File: config.mk
export PLATFORM = sky130hd
export DESIGN_NAME = mn_rate_gen
export DESIGN_NICKNAME = d
export VERILOG_FILES = /design/src/rtl/mn_rate_gen.sv
export SDC_FILE = /design/constraint.sdc
export NUM_CORES = 1
export LEC_CHECK = 0
export BUFFER_PORTS_ARGS = -buffer_cell sky130_fd_sc_hd__clkbuf_2
export CAP_MARGIN = 20
export CORE_MARGIN = 8
export CORE_UTILIZATION = 46
export CTS_BUF_LIST = sky130_fd_sc_hd__clkbuf_16
export DETAILED_ROUTE_END_ITERATION = 6
export PLACE_DENSITY = 0.7
export SYNTH_ARGS = -nofsm -noshare
export SYNTH_HDL_FRONTEND = slang
export SYNTH_SLANG_ARGS = --single-unit
File: constraint.sdc
create_clock -name clk -period 4.4 [get_ports clk]
set_input_delay 0.44 -clock clk [delete_from_list [all_inputs] [get_ports clk]]
set_output_delay 0.44 -clock clk [all_outputs]
set_load 0.005 [all_outputs]
File: src/rtl/mn_rate_gen.sv
module mn_rate_gen #(
  parameter int W  = 8,
  parameter int PW = 4,
  parameter int MS = W + PW,
  parameter int DW = MS + W
) (
  input  logic          clk,
  input  logic          rst_n,
  input  logic          wr_en,
  input  logic [1:0]    wr_addr,
  input  logic [DW-1:0] wr_data,
  input  logic          tick_in,
  output logic          pulse_out
);
  localparam logic [1:0] MODE_DUAL = 2'b10;

  logic [W-1:0]  nfld, m_val, acc, n_eff, diff;
  logic [PW-1:0] pdiv, pcnt;
  logic [1:0]    mode;
  logic          mn_en, cnt_rst;
  logic [W:0]    sum;
  logic          ptick, mn_on, bad, fire;

  always_ff @(posedge clk or negedge rst_n)
    if (!rst_n) begin
      nfld <= '0; pdiv <= '0; m_val <= '0;
      mn_en <= 1'b0; mode <= 2'b00; cnt_rst <= 1'b0;
    end else if (wr_en) begin
      case (wr_addr)
        2'd0: begin nfld <= wr_data[W-1:0]; pdiv <= wr_data[W+PW-1:W]; end
        2'd1: m_val <= wr_data[MS+W-1:MS];
        2'd2: {cnt_rst, mode, mn_en} <= wr_data[3:0];
        default: ;
      endcase
    end

  assign n_eff = ~nfld + m_val;
  assign mn_on = mn_en && (mode == MODE_DUAL);
  assign bad   = (m_val > n_eff) || (n_eff == '0);
  assign ptick = tick_in && (pcnt >= pdiv);
  assign sum   = {1'b0, acc} + {1'b0, m_val};
  assign fire  = sum >= {1'b0, n_eff};
  assign diff  = W'(sum - {1'b0, n_eff});

  always_ff @(posedge clk or negedge rst_n)
    if (!rst_n) begin
      pcnt <= '0; acc <= '0; pulse_out <= 1'b0;
    end else if (cnt_rst) begin
      pcnt <= '0; acc <= '0; pulse_out <= 1'b0;
    end else begin
      if (tick_in) pcnt <= ptick ? '0 : pcnt + 1'b1;
      if (ptick && mn_on && !bad) acc <= fire ? diff : sum[W-1:0];
      pulse_out <= ptick && (mn_on ? (!bad && fire) : 1'b1);
    end
endmodule

==> results_dict.tcl <==
set metrics [dict create \
    synth_fa_ha_area_share_pct 15.7 \
    synth_compound_area_share_pct 20.9 \
    dr.first_iter.drc_count 90 \
    drv_cap 0 \
    antenna_found_initial 0 \
    regArea_um2 926 \
    synth.most_common_cell "dfrtp_1" \
    fp-row-count 29 \
    post-dp-hpwl_mm 5.42 \
    synth-xor-area-share_pct 6.59 \
    grt_pass1_wl_mm 11.7 \
    fillers 590 \
    seqPwrFrac_pct 21.9 \
    switching_share_pct 42.9 \
    synth_top_area_share_pct 30.1 \
    grt.overflow.total 0 \
    die-area_um2 9560 \
    synth_flop_cell "dfrtp_1" \
    post_drt_via_cell_ratio 5.61 \
    hold_buffers 0 \
    netlist_area_um2 3070 \
    period_minus_slack_ps 3840 \
    pwr_density_cell_nw_per_um2 596 \
    outcome "finished clean" \
    worst_slew_pin_slew_ps 904 \
    drc 0 \
    detail-route-antenna-nets 0 \
    dr.pass1.iters 4 \
    cts_buffer_depth 2 \
    pwr-share-clk_pct 16.1 \
    path_class "register to register" \
    synth-edff-count 0 \
    clock_sinks 37 \
    combPwrFrac_pct 62.0 \
    rsz0062_at_grt "false" \
    max_stage_delay_ps 450 \
    cts_root_buf "clkbuf_16" \
    num_vias 2322 \
    finish.net_count 398 \
    finalPower_w 0.00204 \
    rr_startpoint "m_val[0]" \
    grt_pass1_vias 2489 \
    min_path_type "primary input to async pin" \
    ff2ff_setup_slack_ps 560 \
    multi_input_area_um2 2030 \
    drv_slew 0 \
    fin_crit_sh_pct 87.2 \
    synth_commonest_cells "dfrtp_1, ha_1, inv_1" \
    ioPinCount 27 \
    cp_data_arrival_time_ps 4010 \
    synthTopCellsByArea "dfrtp_1, ha_1, mux2_2" \
    coreArea_um2 6420 \
    setup_viol 0 \
    endpoint "pulse_out" \
    start_kind "register" \
    layout-drive-gt1-share_pct 19.9 \
    maxSlewHeadroom_pct 39.7 \
    yosys.area_share.simple_pct 15.3 \
    crit_path_top_delay_cell "fa_1" \
    drt-total-wl_mm 6.65 \
    internal_power_w 0.00116 \
    yosysWarnings 0 \
    endpoint_kind "register" \
    switchingPower_w 0.000875 \
    clk_pin_slew_ps 50 \
    areaGrowthSynthToFinish_pct 11.2 \
    grt_max_degree 38 \
    cts_tree "done" \
    peakVddDrop_mv 0.286 \
    r2r_cells 11 \
    cts_resized 0 \
    muxShareOfSynthArea_pct 7.45 \
    clk_latency_ps 270 \
    syn_area_per_cell_um2 9.98 \
    post_drt_wl_per_cell_um 16.1 \
    clock.fmax_mhz 261 \
    yosys.area.top_type "dfrtp_1" \
    ys_ff_latch 37 \
    syn_inst 308 \
    routabilityCongestion 0.819 \
    dieWidth_um 97.8 \
    start_util_pct 47.9 \
    fin_setup_tns_ps 0 \
    fin_skew_ps 1.42 \
    synth_top_family_by_area "compound AO/OA/AOI/OAI gates" \
    synthArstFlopShare_pct 100 \
    cts_made_buffers 5 \
    antenna_cells 0 \
    regToRegEndpoint "pulse_out" \
    required_ps 4570 \
    port-buffer-count 26 \
    path_common_cell "ha_1" \
    path_cells "ha_1 > fa_1 > a211oi_1 > nor4b_1 > or3b_1 > ha_1 > o211ai_1 > a41oi_1 > nand2_4 > nand3b_4 > a2111oi_4" \
    grt_use_total_pct 14.8 \
    cp_max_fo 8 \
    cts_setup_buffers 0 \
    htreeDepth 2 \
    power.leakage_nw 1.60 \
    hold_viol 0 \
    die_h_um 97.8 \
    worstSetupStartpoint "m_val[0]" \
    ys_seq_area_share_pct 30.1 \
    synthDistinctLibCells 62 \
    syn_nets 370 \
]
[how the worst min path moves through the flow]
stage	start	end	slack (ps)	cells past startpoint
after floorplan	rst_n	acc[0]	140	0
after global placement	mode[1]	mode[1]	490	1
after detailed placement	mn_en	mn_en	500	1
after CTS	rst_n	pulse_out	320	1
after global routing	rst_n	pcnt[0]	370	1
final	rst_n	pulse_out	290	1
[stage by stage]
stage | area [um2] | std cells | setup WS, ps | hold WS, ps | util (%)
6_report | 3420 | 414 | 563 | 288 | 53.2
3_5_place_dp | 3280 | 406 | 587 | 497 | 51.1
5_1_grt | 3420 | 414 | 357 | 366 | 53.2
4_1_cts | 3420 | 414 | 564 | 315 | 53.2
2_1_floorplan | 3070 | 308 | 948 | 144 | -
3_3_place_gp | 3280 | 406 | 614 | 486 | 51.1
[state kept, by name (all words and copies together), names as in the netlist]
name / flops
mode: 2
pdiv: 4
nfld: 8
pcnt: 4
pulse_out: 1
mn_en: 1
cnt_rst: 1
m_val: 8
acc: 8
[critical path: cells and delay by family (launching register included)]
| family | cells | cell delay (ps) |
|---|---|---|
| AND/OR/NAND/NOR | 4 | 910 |
| flip-flops | 1 | 430 |
| AO/OA/AOI/OAI | 4 | 1320 |
| adder cells (fa/ha/maj) | 3 | 1070 |
[cell type report]
| type | count | area share, % |
|---|---|---|
| Tap cell | 77 | 2.82 |
| Multi-Input combinational cell | 241 | 59.4 |
| Timing Repair Buffer | 27 | 4.03 |
| Clock inverter | 3 | 0.366 |
| Clock buffer | 5 | 3.66 |
| Sequential cell | 37 | 27.1 |
| Inverter | 24 | 2.64 |
[power groups by stage]
| stage | clock (W) | sequential (W) | combinational (W) |
|---|---|---|---|
| final | 0.000328 | 0.000446 | 0.00126 |
| after global routing | 0.000348 | 0.000454 | 0.00141 |
| after CTS | 0.000332 | 0.000447 | 0.00127 |
| after detailed placement | 0 | 0.000453 | 0.00126 |
| after global placement | 0 | 0.000451 | 0.00123 |
| after floorplan | 0 | 0.000427 | 0.00102 |
[placed cells by master (no fill, tap or decap), types with 8 or more instances in the layout]
| cell type | instances |
|---|---|
| xnor2_1 | 8 |
| mux2_2 | 14 |
| xor2_1 | 10 |
| a21oi_1 | 15 |
| ha_1 | 33 |
| nor2_1 | 10 |
| inv_1 | 24 |
| a21o_1 | 8 |
| dfrtp_1 | 37 |
| o21ai_0 | 22 |
| nand2_1 | 19 |
| clkbuf_2 | 26 |
[kinds of logic (layout without fill, tap and decap cells)]
kind of cell,Yosys count,after routing
AOI/OAI and AO/OA,85,85
adders and majority gates,37,37
and+or+nand+nor,78,78
xor gates and xnor gates,20,20
buffers and inverters,30,59
muxes,21,21
DFF,37,37
[routing by layer]
layer / routed length, um / up-vias / global-route usage [%] / part of all wire (%)
met5: 0 / - / 0 / 0
met4: 103 / 0 / 4.32 / 1.5
met3: 189 / 9 / 2.98 / 2.8
met2: 3380 / 26 / 27.4 / 51
met1: 2980 / 1098 / 16.7 / 45
li1: - / 1189 / - / -
No activity file was read; power rests on OpenSTA's default activity.
